File: config.mk
export PLATFORM = sky130hd
export DESIGN_NAME = pwr_slot_sequencer
export DESIGN_NICKNAME = d
export VERILOG_FILES = /design/src/rtl/pseq_pkg.sv /design/src/rtl/pseq_slot_timer.sv /design/src/rtl/pseq_rst_timer.sv /design/src/rtl/pseq_chan.sv /design/src/rtl/pwr_slot_sequencer.sv
export SDC_FILE = /design/constraint.sdc
export NUM_CORES = 1
export LEC_CHECK = 0
export BUFFER_PORTS_ARGS = -buffer_cell sky130_fd_sc_hd__buf_2
export CORE_ASPECT_RATIO = 0.75
export CORE_MARGIN = 4
export CORE_UTILIZATION = 55
export DETAILED_ROUTE_END_ITERATION = 7
export PLACE_DENSITY = 0.83
export SLEW_MARGIN = 20
export SYNTH_ARGS = -nofsm -noshare
export SYNTH_HDL_FRONTEND = slang
export SYNTH_SLANG_ARGS = --single-unit
File: constraint.sdc
create_clock -name clk_i -period 7.13 [get_ports clk_i]
set_clock_uncertainty 0.2 [all_clocks]
set_input_delay 0 -clock clk_i [delete_from_list [all_inputs] [get_ports clk_i]]
set_output_delay 0 -clock clk_i [all_outputs]
set_load 0.03 [all_outputs]
File: src/rtl/pseq_pkg.sv
package pseq_pkg;
  typedef enum logic [1:0] {
    SEQ_PWR_UP    = 2'd0,
    SEQ_PWR_DN    = 2'd1,
    SEQ_SLP_EXIT  = 2'd2,
    SEQ_SLP_ENTRY = 2'd3
  } seq_kind_e;

  typedef enum logic [1:0] {
    ST_IDLE = 2'd0,
    ST_SLOT = 2'd1,
    ST_RDLY = 2'd2
  } seq_state_e;

  function automatic logic is_rising(seq_kind_e k);
    return (k == SEQ_PWR_UP) || (k == SEQ_SLP_EXIT);
  endfunction
endpackage

File: src/rtl/pseq_slot_timer.sv
module pseq_slot_timer #(
  parameter int CNT_W  = 16,
  parameter int TIME_W = 8,
  parameter int STEP_S = 10,
  parameter int STEP_L = 40
) (
  input  logic              clk_i,
  input  logic              rst_ni,
  input  logic              load_i,
  input  logic              run_i,
  input  logic              tick_i,
  input  logic [TIME_W-1:0] time_i,
  input  logic              step_sel_i,
  output logic              slot_end_o
);
  logic [CNT_W-1:0] step_w, len_q, cnt_q;

  always_comb step_w = step_sel_i ? CNT_W'(STEP_L) : CNT_W'(STEP_S);

  assign slot_end_o = run_i && tick_i && (cnt_q == len_q - 1'b1);

  always_ff @(posedge clk_i or negedge rst_ni) begin
    if (!rst_ni) begin
      len_q <= CNT_W'(1);
      cnt_q <= '0;
    end else if (load_i) begin
      len_q <= CNT_W'(time_i) * step_w + (step_w >> 1);
      cnt_q <= '0;
    end else if (run_i && tick_i) begin
      cnt_q <= slot_end_o ? '0 : cnt_q + 1'b1;
    end
  end

  assert_cnt_in_slot_R1: assert property (@(posedge clk_i) disable iff (!rst_ni)
    run_i |-> (cnt_q < len_q));
  assert_hold_no_tick_R12: assert property (@(posedge clk_i) disable iff (!rst_ni)
    (!tick_i && !load_i) |=> $stable(cnt_q));
endmodule

File: src/rtl/pseq_rst_timer.sv
module pseq_rst_timer #(
  parameter int CNT_W  = 16,
  parameter int UNIT_S = 4,
  parameter int UNIT_L = 40
) (
  input  logic       clk_i,
  input  logic       rst_ni,
  input  logic       load_i,
  input  logic       run_i,
  input  logic       tick_i,
  input  logic [3:0] code_i,
  output logic       expire_o
);
  logic [CNT_W-1:0] dly_q, cnt_q;

  assign expire_o = run_i && tick_i && (cnt_q == dly_q - 1'b1);

  always_ff @(posedge clk_i or negedge rst_ni) begin
    if (!rst_ni) begin
      dly_q <= CNT_W'(1);
      cnt_q <= '0;
    end else if (load_i) begin
      dly_q <= code_i[3] ? (CNT_W'(UNIT_L) << code_i[2:0])
                         : (CNT_W'(UNIT_S) << code_i[2:0]);
      cnt_q <= '0;
    end else if (run_i && tick_i) begin
      cnt_q <= expire_o ? '0 : cnt_q + 1'b1;
    end
  end

  assert_dly_bound_R6: assert property (@(posedge clk_i) disable iff (!rst_ni)
    run_i |-> (cnt_q < dly_q));
endmodule

File: src/rtl/pseq_chan.sv
module pseq_chan #(
  parameter int SLOT_W = 4
) (
  input  logic              clk_i,
  input  logic              rst_ni,
  input  logic              force_i,
  input  logic              fire_i,
  input  logic [SLOT_W-1:0] slot_idx_i,
  input  logic [SLOT_W-1:0] code_i,
  input  logic              rising_i,
  output logic              lvl_o
);
  logic lvl_q;

  always_ff @(posedge clk_i or negedge rst_ni) begin
    if (!rst_ni)                                          lvl_q <= 1'b0;
    else if (force_i)                                     lvl_q <= 1'b0;
    else if (fire_i && code_i != '0 && code_i == slot_idx_i) lvl_q <= rising_i;
  end

  assign lvl_o = lvl_q;

  assert_only_on_slot_R1: assert property (@(posedge clk_i) disable iff (!rst_ni)
    (!fire_i && !force_i) |=> $stable(lvl_q));
  assert_unmapped_hold_R3: assert property (@(posedge clk_i) disable iff (!rst_ni)
    (code_i == '0 && !force_i) |=> $stable(lvl_q));
  assert_force_clear_R8: assert property (@(posedge clk_i) disable iff (!rst_ni)
    force_i |=> !lvl_q);
endmodule

File: src/rtl/pwr_slot_sequencer.sv
module pwr_slot_sequencer
  import pseq_pkg::*;
#(
  parameter int NEN     = 12,
  parameter int SLOT_W  = 4,
  parameter int TIME_W  = 8,
  parameter int CNT_W   = 16,
  parameter int STEP_S  = 10,
  parameter int STEP_L  = 40,
  parameter int RDLY_S  = 4,
  parameter int RDLY_L  = 40,
  localparam int NCH     = NEN + 1,
  localparam int CODES_W = NCH * SLOT_W
) (
  input  logic               clk_i,
  input  logic               rst_ni,
  input  logic               tick_i,
  input  logic               start_i,
  input  logic [1:0]         seq_sel_i,
  input  logic               force_off_i,
  input  logic               step_sel_i,
  input  logic [TIME_W-1:0]  up_time_i,
  input  logic [TIME_W-1:0]  dn_time_i,
  input  logic [3:0]         rst_dly_i,
  input  logic [CODES_W-1:0] up_codes_i,
  input  logic [CODES_W-1:0] dn_codes_i,
  input  logic [CODES_W-1:0] sx_codes_i,
  input  logic [CODES_W-1:0] sn_codes_i,
  output logic [NEN-1:0]     en_o,
  output logic               clk_en_o,
  output logic               rst_no,
  output logic               busy_o,
  output logic               done_o
);
  seq_kind_e         new_kind, seq_q;
  seq_state_e        st_q;
  logic [SLOT_W-1:0] slot_q, last_q, max_new;
  logic [CODES_W-1:0] new_codes, act_codes;
  logic              rst_q, done_q, accept, slot_end, rdly_load, rdly_exp, act_rising;
  logic [NCH-1:0]    lvl;

  assign new_kind   = seq_kind_e'(seq_sel_i);
  assign accept     = start_i && (st_q == ST_IDLE) && !force_off_i;
  assign act_rising = is_rising(seq_q);

  always_comb begin
    unique case (new_kind)
      SEQ_PWR_UP:   new_codes = up_codes_i;
      SEQ_PWR_DN:   new_codes = dn_codes_i;
      SEQ_SLP_EXIT: new_codes = sx_codes_i;
      default:      new_codes = sn_codes_i;
    endcase
    unique case (seq_q)
      SEQ_PWR_UP:   act_codes = up_codes_i;
      SEQ_PWR_DN:   act_codes = dn_codes_i;
      SEQ_SLP_EXIT: act_codes = sx_codes_i;
      default:      act_codes = sn_codes_i;
    endcase
  end

  always_comb begin
    max_new = '0;
    for (int c = 0; c < NCH; c++)
      if (new_codes[c*SLOT_W +: SLOT_W] > max_new) max_new = new_codes[c*SLOT_W +: SLOT_W];
  end

  pseq_slot_timer #(.CNT_W(CNT_W), .TIME_W(TIME_W), .STEP_S(STEP_S), .STEP_L(STEP_L)) u_slot (
    .clk_i, .rst_ni,
    .load_i     (accept),
    .run_i      (st_q == ST_SLOT && !force_off_i),
    .tick_i,
    .time_i     (is_rising(new_kind) ? up_time_i : dn_time_i),
    .step_sel_i,
    .slot_end_o (slot_end)
  );

  assign rdly_load = (accept && new_kind == SEQ_PWR_UP && max_new == '0) ||
                     (slot_end && slot_q == last_q && seq_q == SEQ_PWR_UP);

  pseq_rst_timer #(.CNT_W(CNT_W), .UNIT_S(RDLY_S), .UNIT_L(RDLY_L)) u_rdly (
    .clk_i, .rst_ni,
    .load_i   (rdly_load),
    .run_i    (st_q == ST_RDLY && !force_off_i),
    .tick_i,
    .code_i   (rst_dly_i),
    .expire_o (rdly_exp)
  );

  for (genvar c = 0; c < NCH; c++) begin : g_ch
    pseq_chan #(.SLOT_W(SLOT_W)) u_ch (
      .clk_i, .rst_ni,
      .force_i    (force_off_i),
      .fire_i     (slot_end),
      .slot_idx_i (slot_q),
      .code_i     (act_codes[c*SLOT_W +: SLOT_W]),
      .rising_i   (act_rising),
      .lvl_o      (lvl[c])
    );
  end

  always_ff @(posedge clk_i or negedge rst_ni) begin
    if (!rst_ni) begin
      st_q   <= ST_IDLE;
      seq_q  <= SEQ_PWR_UP;
      slot_q <= '0;
      last_q <= '0;
      rst_q  <= 1'b0;
      done_q <= 1'b0;
    end else begin
      done_q <= 1'b0;
      if (force_off_i) begin
        st_q  <= ST_IDLE;
        rst_q <= 1'b0;
      end else begin
        unique case (st_q)
          ST_IDLE: if (start_i) begin
            seq_q  <= new_kind;
            last_q <= max_new;
            slot_q <= SLOT_W'(1);
            if (new_kind == SEQ_PWR_UP || new_kind == SEQ_PWR_DN) rst_q <= 1'b0;
            if (max_new != '0)                st_q   <= ST_SLOT;
            else if (new_kind == SEQ_PWR_UP)  st_q   <= ST_RDLY;
            else                              done_q <= 1'b1;
          end
          ST_SLOT: if (slot_end) begin
            if (slot_q == last_q) begin
              if (seq_q == SEQ_PWR_UP) st_q <= ST_RDLY;
              else begin
                st_q   <= ST_IDLE;
                done_q <= 1'b1;
              end
            end else begin
              slot_q <= slot_q + 1'b1;
            end
          end
          ST_RDLY: if (rdly_exp) begin
            rst_q  <= 1'b1;
            done_q <= 1'b1;
            st_q   <= ST_IDLE;
          end
          default: st_q <= ST_IDLE;
        endcase
      end
    end
  end

  assign en_o     = lvl[NEN-1:0] & ~{NEN{force_off_i}};
  assign clk_en_o = lvl[NEN] & ~force_off_i;
  assign rst_no   = rst_q & ~force_off_i;
  assign busy_o   = (st_q != ST_IDLE);
  assign done_o   = done_q;

  assert_busy_start_ignored_R9: assert property (@(posedge clk_i) disable iff (!rst_ni)
    (busy_o && start_i && !force_off_i) |=> ($stable(seq_q) && $stable(last_q)));
  assert_pwr_rst_assert_R7: assert property (@(posedge clk_i) disable iff (!rst_ni)
    (accept && (new_kind == SEQ_PWR_DN || new_kind == SEQ_PWR_UP)) |=> !rst_no);
  assert_up_rst_held_R6: assert property (@(posedge clk_i) disable iff (!rst_ni)
    (busy_o && seq_q == SEQ_PWR_UP) |-> !rst_no);
  assert_done_idle_R10: assert property (@(posedge clk_i) disable iff (!rst_ni)
    done_o |-> !busy_o);
  assert_slot_bound_R11: assert property (@(posedge clk_i) disable iff (!rst_ni)
    (st_q == ST_SLOT) |-> (slot_q <= last_q && slot_q != '0));
  assert_force_abort_R8: assert property (@(posedge clk_i) disable iff (!rst_ni)
    force_off_i |=> (!busy_o && !done_o));
endmodule

# Yosys cells after proc, flatten, opt, wreduce, memory -nomap -nowiden

Cells that the tools add are included.

Add/sub/neg operators: 6
$mul: 1
Divide/modulo/power cells: 0
$lt $le $gt $ge: 13
Eq/ne operators: 31
Shifts and indexed selects: 2
Mux-type cells: 77
Bitwise logic cells: 5
Reductions and logical operators: 83

Operators with widths:

| operator                | count |
|---|---|
| $pmux W52 S3            | 2 |
| $mux W16                | 7 |
| $mux W4                 | 16 |
| $eq A4 B4 Y1            | 14 |
| $reduce_bool A4 Y1      | 14 |
| $gt A4 B4 Y1            | 12 |
| $logic_and A1 B1 Y1     | 38 |
| $mux W1                 | 38 |
| $reduce_bool A2 Y1      | 17 |
| $add A16 B1 Y16 const B | 2 |
| $eq A16 B16 Y1          | 2 |
| $sub A16 B1 Y16 const B | 2 |
| $add A16 B15 Y16        | 1 |
| $mul A8 B16 Y16         | 1 |
| $mux W2                 | 8 |
| $shl A3 B3 Y16 const A  | 1 |
| $shl A6 B3 Y16 const A  | 1 |
| $and A12 B12 Y12        | 1 |
| $ne A3 B2 Y1 const B    | 4 |
| $not A12 Y12            | 1 |
| $reduce_and A5 Y1       | 2 |
| $mux W8                 | 1 |
| $pmux W4 S2             | 1 |
| $eq A2 B1 Y1 const B    | 3 |
| other kinds (20)        | 29 |

Register bits: 91
Latch bits: 0
Memory bits (writable): 0
Bits in read-only memories: 0
Input port bits: 236
Output and inout port bits: 16
Word-level logic and storage cells: 241
Memories: 0

# Logic depth before layout (Yosys ltp)

Gate-level depths: netlist of run 1.

Depth after elaboration: 33
Mapped depth: 115
Depth with buffers taken out: 108

# Cells and area by module

From an unflattened synthesis of run 1, not the netlist that was laid out.

Cells, all modules: 1,432
Area, all modules: 13,061.3 sq um

Modules (own cells, without submodules):

| module             | times used | cells an instance | area each (sq um) | seq. area each (sq um) |
|---|---|---|---|---|
| pwr_slot_sequencer | 1          | 664               | 6,252.2           | 350.3 |
| pseq_slot_timer    | 1          | 325               | 3,116.7           | 777.0 |
| pseq_rst_timer     | 1          | 287               | 2,277.2           | 701.9 |
| pseq_chan          | 13         | 12                | 108.9             | 25.0 |

# Least setup slack after synthesis of run 1

No wires, ideal clock.

Kind: input to register
From: input port seq_sel_i[0]
To: register u_rdly.dly_q[6]
Setup time: 0.125 ns
Arrival time: 18.725 ns
Required time: 6.805 ns
Path slack: -11.921 ns
Cell stages on the path: 99
Path buffers: 7
Path through: buf_6 buf_2 buf_1 mux4_2 ha_1 o211a_1 o21a_1 clkbuf_1 mux2i_1 ha_1 nor2b_1 o211ai_1 a2bb2oi_1 o21a_1 mux2i_1 ha_1 nor2_1 maj3_1 [63 not listed] or4b_1 o211a_1 buf_2 a21oi_1 inv_1 ha_1 nor2b_1 o21ai_0 nand2b_1 a21oi_1 a41o_1 nor2_1 a31oi_1 nor4_1 nand4_4 and2_4 buf_6 mux2_4

Word-level cells in the longest chain between the ends: 31
Elaborated cells between the ends (all ways): 34
Classes of those cells: 13 x order compare; 2 x eq/ne; 14 x mux; 5 x reduce/logical

Ends and longest elaborated chain:

| what                                       | line                     | text |
|---|---|---|
| from (decl)                                | pwr_slot_sequencer.sv:19 | `input logic [1:0] seq_sel_i,` |
| $eq A2 B2 Y1, or another cell as far along | pwr_slot_sequencer.sv:47 | `unique case (new_kind)` |
| $pmux W52 S3                               | pwr_slot_sequencer.sv:47 |  |
| $gt A4 B1 Y1                               | pwr_slot_sequencer.sv:64 | `if (new_codes[c*SLOT_W +: SLOT_W] > max_new) max_new = new_codes[c*SLOT_W +: SLOT_W];` |
| $mux W4                                    | pwr_slot_sequencer.sv:64 |  |
| $gt A4 B4 Y1                               | pwr_slot_sequencer.sv:64 |  |
| $mux W4                                    | pwr_slot_sequencer.sv:64 |  |
| $gt A4 B4 Y1                               | pwr_slot_sequencer.sv:64 |  |
| $mux W4                                    | pwr_slot_sequencer.sv:64 |  |
| [15 not listed]                            | --                       |  |
| $mux W4                                    | pwr_slot_sequencer.sv:64 |  |
| $gt A4 B4 Y1                               | pwr_slot_sequencer.sv:64 |  |
| $mux W4                                    | pwr_slot_sequencer.sv:64 |  |
| $gt A4 B4 Y1                               | pwr_slot_sequencer.sv:64 |  |
| $mux W4                                    | pwr_slot_sequencer.sv:64 |  |
| $logic_not A4 Y1                           | pwr_slot_sequencer.sv:77 | `assign rdly_load = (accept && new_kind == SEQ_PWR_UP && max_new == '0) \|\|` |
| $logic_and A1 B1 Y1 *                      | pwr_slot_sequencer.sv:77 |  |
| $logic_or A1 B1 Y1 *                       | pwr_slot_sequencer.sv:77 |  |
| to (signal assigned)                       | pseq_rst_timer.sv:23     | `dly_q <= code_i[3] ? (CNT_W'(UNIT_L) << code_i[2:0])` |
| to (decl)                                  | pseq_rst_timer.sv:14     | `logic [CNT_W-1:0] dly_q, cnt_q;` |

Every way passes the cells marked *; elsewhere a longest branch is shown, timed or not.
A chain may end at the register's enable or synchronous reset.

# Final worst setup path of run 1

From: input port seq_sel_i[0]
To: register u_rdly.dly_q[7]

Same word-level chain as after synthesis.

==> out/metrics.yaml, run 1 <==
outcome: "finished with violations"
violations: "setup timing"
core_area_mm2: 0.02118
area_delta_synth_final_pct: 37.79
cts_max_level: 3
placed_area_mm2: 0.01483
synth_top_cell_by_area: "mux4_2"
max_freq_mhz: 55.30
crit_slowest_cell: "mux4_2"
synth_area_mm2: 0.01186
min_period_ns: 18.08
fin_ws_ns: -10.95
vias: 14050
final_antenna_net_count: 0
finalSetupViolations: 35
max_stage_delay_ns: 0.59
tritoncts: "done"
drive_gt1_share_pct: 43.87
final_cell_area_mm2: 0.01634
crit_path_frequent_cell: "ha_4"
synth_top_area_share_pct: 19.38
pin_count: 252
cts_root_buf: "clkbuf_16"
portBuffers: 251
fill_cells: 1331
synthMuxAreaShare_pct: 22.98
critPathKind: "in -> reg"
cp_max_fo: 8
clkLatencyLatePin_ns: 0.34
hold_path.startpoint: "rst_dly_i[0]"
die_h_um: 135.1
rsz0062_at_grt: "yes"
yosys.area_share.xor_xnor_pct: 7.979
endpoint_kind: "flop"
avgSynthCellArea_um2: 8.900
ys_top_cells_by_area: "mux4_2 (19%), dfrtp_1 (18%), ha_1 (8.2%)"
timing.rr.end: "slot_q[2]$_DFFE_PN0P_"
drt-total-wl_mm: 48.68
grt_overflow_total: 0
met3_length_mm: 5.768
wl_met1_mm: 17.23
yosys_warnings: 0
period_share_pct: 253.6
reg2reg_depth: 15
synth_top_family_by_area: "multiplexers"
crit_family: "compound AO/OA/AOI/OAI gates"
whs_ns: 0.02473
synth_compound_area_share_pct: 15.60
grt_pass1_wl_mm: 66.92
ys_async_sr_fraction_pct: 100.0
slew_viol_final: 0
cp-start-kind: "primary input"
synth_ff_type: "dfrtp_1"
postSynthCellCount: 1332
arrival_ns: 18.12
worst_slew_pin_slew_ns: 1.179
reg2reg_slack_ns: 2.15
drt_iter0_drc: 1819
r2r-start: "u_slot.len_q[7]$_DFFE_PN0P_"
drc_errors: 0
relSlewSlack_pct: 21.10
hold_path.class: "in -> reg"
route.met2.wl_mm: 21.69
cap_violations: 0
min_to: "u_rdly.dly_q[11]$_DFFE_PN0N_"
clk_pin_slew_worst_paths_ns: 0.07
cts.sinks: 86
dieArea_mm2: 0.02399
synth_common_cells: "nor2_1 (125), nand2_1 (124), mux4_2 (102), dfrtp_1 (84), o21ai_0 (82)"
grt_use_total_pct: 34.79
grt_pass1_vias: 13310
finalHoldViolations: 0
clk_path_buf_depth: 2
antenna_found_initial: 4
gp_congestion: 0.9405
start_util_pct: 55.97
rows: 46
synthDistinctLibCells: 94
ys_seq_area_share_pct: 18.17
hpwlAfterDp_mm: 32.15
synth.most_common_cell: "nor2_1"
hold_path_depth: 5
cts_inserted_buffers: 9
synth-simple-area-share_pct: 21.11
nets: 2085
wl_per_cell_um: 23.62
syn-num-nets: 1651
crit_required_ns: 7.16
vias_per_cell: 6.818
grt_max_degree: 59
top_layer: "met5"
synth_fa_ha_area_share_pct: 9.340
drt_first_pass_iters: 7
ys_seq_elements: 86
synth_enable_flop_cells: 0
critPathBufInv: 8
die_w_um: 177.5
==> flip-flops by register name, indices dropped and copies added (netlist names), 4 cells and up <==
| name | count |
|---|---|
| g_ch.u_ch.lvl_o | 13 |
| last_q | 4 |
| slot_q | 4 |
| u_rdly.cnt_q | 16 |
| u_rdly.dly_q | 12 |
| u_slot.cnt_q | 16 |
| u_slot.len_q | 15 |
==> tightest hold or removal path, stage by stage <==
cell	delay (ns)
buf_2	0.09
inv_1	0.05
ha_1	0.22
nand3_1	0.10
o21ai_1	0.07
==> layout make-up <==
type                            count  area, um2  share of cell area (%)
Clock inverter                      6      92.59                  0.5668
Tap cell                          288      360.3                   2.206
Inverter                           81      309.0                   1.892
Antenna cell                        2      5.005                 0.03064
Clock buffer                       10      239.0                   1.463
Timing Repair Buffer              489       3179                   19.46
Sequential cell                    86       2162                   13.24
Multi-Input combinational cell   1099       9988                   61.14
==> placed cells by master (no fill, tap or decap), types with 13 or more instances in the layout <==
cell type	n
nor2b_1	27
buf_2	249
ha_4	17
nand2b_1	23
o21ai_0	71
nor2_1	101
o21a_1	14
mux4_2	102
xor2_1	63
ha_1	58
xnor2_1	45
nor3_1	46
nand2_1	116
and3_1	17
a21oi_1	48
nand4_1	15
nand3_1	29
buf_4	218
nor4_1	20
mux2i_1	18
inv_1	71
dfrtp_1	80
nor2_4	13
==> kinds of logic (layout without fill, tap and decap cells) <==
group	after synthesis	after routing
compound gates	271	271
flops	86	86
simple gates	493	493
xor+xnor	108	108
other cells	0	2
fa+ha+maj	86	86
mux	141	141
buf+inv	147	586
==> worst max-delay path by stage <==
stage / start / end / slack, ns / depth (start not counted)
detailed placement: seq_sel_i[0] / st_q[1]$_DFFE_PN0P_ / -10.76 / 93
floorplan: seq_sel_i[0] / u_rdly.dly_q[6]$_DFFE_PN0N_ / -9.94 / 98
global route: seq_sel_i[0] / u_rdly.dly_q[6]$_DFFE_PN0N_ / -11.28 / 95
global placement: seq_sel_i[0] / u_rdly.dly_q[5]$_DFFE_PN0N_ / -9.80 / 94
finish: seq_sel_i[0] / u_rdly.dly_q[7]$_DFFE_PN0N_ / -10.95 / 91
CTS: seq_sel_i[0] / u_rdly.dly_q[6]$_DFFE_PN0N_ / -9.91 / 94
==> through the flow <==
stage                     util (%)  setup slack [ns]  setup TNS (ns)  instances
final                        77.13            -10.95         -378.83       2061
after detailed placement     70.03            -10.76         -370.07       1980
after global placement       70.03            -9.799         -338.64       1980
after CTS                    74.75            -9.905         -342.03       2039
after global routing         77.10            -11.28         -390.96       2059
after floorplan                  -            -9.943         -338.79       1332
==> metal layers <==
layer  global-route usage, %  up-vias
met5                       0        -
met4                   15.67        2
met3                   9.682      409
met2                   56.28     1292
met1                   43.82     6541
li1                        -     5808
==> what timing repair did <==
action,in CTS,in global routing
hold endpoints to repair,56,0
gates resized for setup,71,71
hold buffers,10,0
pin swaps,48,44
gates cloned,1,0
setup buffers,32,21
endpoints found under the setup margin,35,35
Power of run 1 is left out: the tool's default activity adds up to more than one toggle a clock period on the data nets, which glitch-free logic cannot reach.
==> run 2, diff against run 1 <==
- CORE_UTILIZATION: 55 -> 50
- PLACE_DENSITY: 0.83 -> 0.77
==> run 2 against run 1 <==
  * The run still ends with setup timing left
  * Die area increased by 9.5%
  * Critical path depth up 2
  * Worst setup slack improved by 1.0 ns
  * Sequential share of layout area up 0.15 points
  * First-iteration DRC count down 50%
  * Flip-flop and latch count unchanged
  * Register-to-register slack better by 0.50 ns
  * Clock-buffer cell count unchanged
  * Via count shrank 11%
  * Final cell count up 0.24%
  * Critical endpoint is now u_rdly.dly_q[8]$_DFFE_PN0N_
==> out/metrics.yaml, run 2 (synthesis gave the netlist of run 1 again) <==
tritoncts: "done"  # unchanged
start_util_pct: 51.14  # was 55.97%
crit_required_ns: 7.17  # was 7.16 ns
cp-start-kind: "primary input"  # unchanged
grt_overflow_total: 0  # unchanged
clk_path_buf_depth: 2  # unchanged
crit_end: "u_rdly.dly_q[8]$_DFFE_PN0N_"  # was u_rdly.dly_q[7]$_DFFE_PN0N_
fill_cells: 1791  # was 1,331
drt_iter0_drc: 917  # was 1,819
fin_setup_tns_ns: -342.76  # was -378.83 ns
dieArea_mm2: 0.02626  # was 0.02399 mm2
nets: 2080  # was 2,085
hold_path.class: "in -> reg"  # unchanged
hold_path.startpoint: "seq_sel_i[1]"  # was rst_dly_i[0]
grt_pass1_vias: 12470  # was 13,310
min_period_ns: 17.05  # was 18.08 ns
n_antenna_cell: 0  # was 2
largestRegisters: "u_rdly.cnt_q x16, u_slot.cnt_q x16, u_slot.len_q x15"  # unchanged
crit_path_start: "sn_codes_i[1]"  # was seq_sel_i[0]
area_delta_synth_final_pct: 36.11  # was 37.79%
drt_first_pass_iters: 6  # was 7
outcome: "finished with violations"  # unchanged
cts_inserted_buffers: 9  # unchanged
drt-total-wl_mm: 40.04  # was 48.68 mm
vias: 12480  # was 14,050
grt_pass1_wl_mm: 62.16  # was 66.92 mm
fin_util_pct: 69.60  # was 77.13%
reg2reg_depth: 14  # was 15
hpwlAfterDp_mm: 31.04  # was 32.15 mm
crit_slowest_cell: "or4b_4"  # was mux4_2
final_antenna_net_count: 0  # unchanged
grt_max_degree: 56  # was 59
finalSetupViolations: 35  # unchanged
drive_gt1_share_pct: 42.92  # was 43.87%
antenna_found_initial: 0  # was 4
gp_congestion: 0.9356  # was 0.9405
period_share_pct: 239.2  # was 253.6%
cp_max_fo: 8  # unchanged
portBuffers: 251  # unchanged
die_h_um: 141.4  # was 135.1 um
worst_slew_pin_slew_ns: 1.100  # was 1.179 ns
pre_cts_slack_ns: -10.52  # was -10.76 ns
pin_count: 252  # unchanged
slew_viol_final: 0  # unchanged
endpoint_kind: "flop"  # unchanged
vias_per_cell: 6.042  # was 6.818
cts_root_buf: "clkbuf_16"  # unchanged
drc_errors: 0  # unchanged
max_stage_delay_ns: 0.52  # was 0.59 ns
wl_per_cell_um: 19.38  # was 23.62 um
r2r-start: "u_slot.len_q[2]$_DFFE_PN0P_"  # was u_slot.len_q[7]$_DFFE_PN0P_
critPathKind: "in -> reg"  # unchanged
whs_ns: 0.04005  # was 0.02473 ns
layout_common_cells: "buf_2 (249), buf_4 (210), nand2_1 (116), mux4_2 (102), nor2_1 (102)"  # was buf_2 (249), buf_4 (218), nand2_1 (116), mux4_2 (102), nor2_1 (101)
core_area_mm2: 0.02318  # was 0.02118 mm2
crit_path_frequent_cell: "ha_4"  # unchanged
clkLatencyLatePin_ns: 0.35  # was 0.34 ns
reg2reg_slack_ns: 2.65  # was 2.15 ns
finalHoldViolations: 0  # unchanged
die_w_um: 185.8  # was 177.5 um
grt_use_total_pct: 29.10  # was 34.79%
final_common_cell: "buf_2"  # unchanged
cts_max_level: 3  # unchanged
relSlewSlack_pct: 26.38  # was 21.10%
max_freq_mhz: 58.64  # was 55.30 MHz
cts.sinks: 86  # unchanged
fin_ws_ns: -9.924  # was -10.95 ns
clk_pin_slew_worst_paths_ns: 0.07  # about the same
violations: "setup timing"  # unchanged
arrival_ns: 17.10  # was 18.12 ns
cap_violations: 0  # unchanged
rsz0062_at_grt: "yes"  # unchanged
rows: 48  # was 46
timing.rr.end: "u_slot.cnt_q[4]$_DFFE_PN0P_"  # was slot_q[2]$_DFFE_PN0P_
## run 2: per-layer routing
metal  vias to the layer above  track usage (%)  share of wire [%]
met5                         -                0                  0
met4                         0            7.551                2.5
met3                        76            5.459                7.5
met2                       542            47.99                 48
met1                      6080            39.72                 42
li1                       5784                -                  -
## run 2: cell type report
type | count | area (um2) | area share, %
flip-flops and latches | 86 | 2160 | 13.38
inverters | 81 | 309.0 | 1.915
multi-input cells | 1099 | 9858 | 61.10
repair buffers | 484 | 3119 | 19.33
well taps | 300 | 375.4 | 2.326
clock buffers | 10 | 239.0 | 1.481
clock inverters | 6 | 75.07 | 0.4653
## run 2: repair_timing
item	CTS	global route
setup buffers	22	14
gates cloned	1	0
setup endpoints to repair	35	35
hold endpoints to repair	53	0
hold buffers	13	0
pin swaps	61	44
resized for setup	57	67
## run 2: how the worst min path moves through the flow
stage | end | slack, ns | cells after the start
floorplan | done_o$_DFF_PN0_ | -0.50 | 0
global placement | u_rdly.dly_q[3]$_DFFE_PN0N_ | -0.22 | 1
detailed placement | u_rdly.dly_q[2]$_DFFE_PN0N_ | -0.21 | 1
CTS | seq_q[1]$_DFFE_PN0P_ | 0.02 | 5
global route | seq_q[1]$_DFFE_PN0P_ | 0.05 | 5
finish | seq_q[1]$_DFFE_PN0P_ | 0.04 | 5
## run 2: per-stage QoR
| step | instances | instance area (um2) |
|---|---|---|
| 2_1_floorplan | 1332 | 12190 |
| 3_3_place_gp | 2000 | 14870 |
| 3_5_place_dp | 2000 | 14870 |
| 4_1_cts | 2052 | 15740 |
| 5_1_grt | 2066 | 16140 |
| 6_report | 2066 | 16140 |
## run 2: worst max-delay path, delay by kind of cell
kind | cells | cell delay (ns)
AO/OA/AOI/OAI | 29 | 5.28
adder cells (fa/ha/maj) | 15 | 3.89
AND/OR/NAND/NOR | 28 | 3.45
multiplexers | 11 | 3.48
buffers and inverters | 10 | 0.93
Power of run 2 is left out for the same reason.
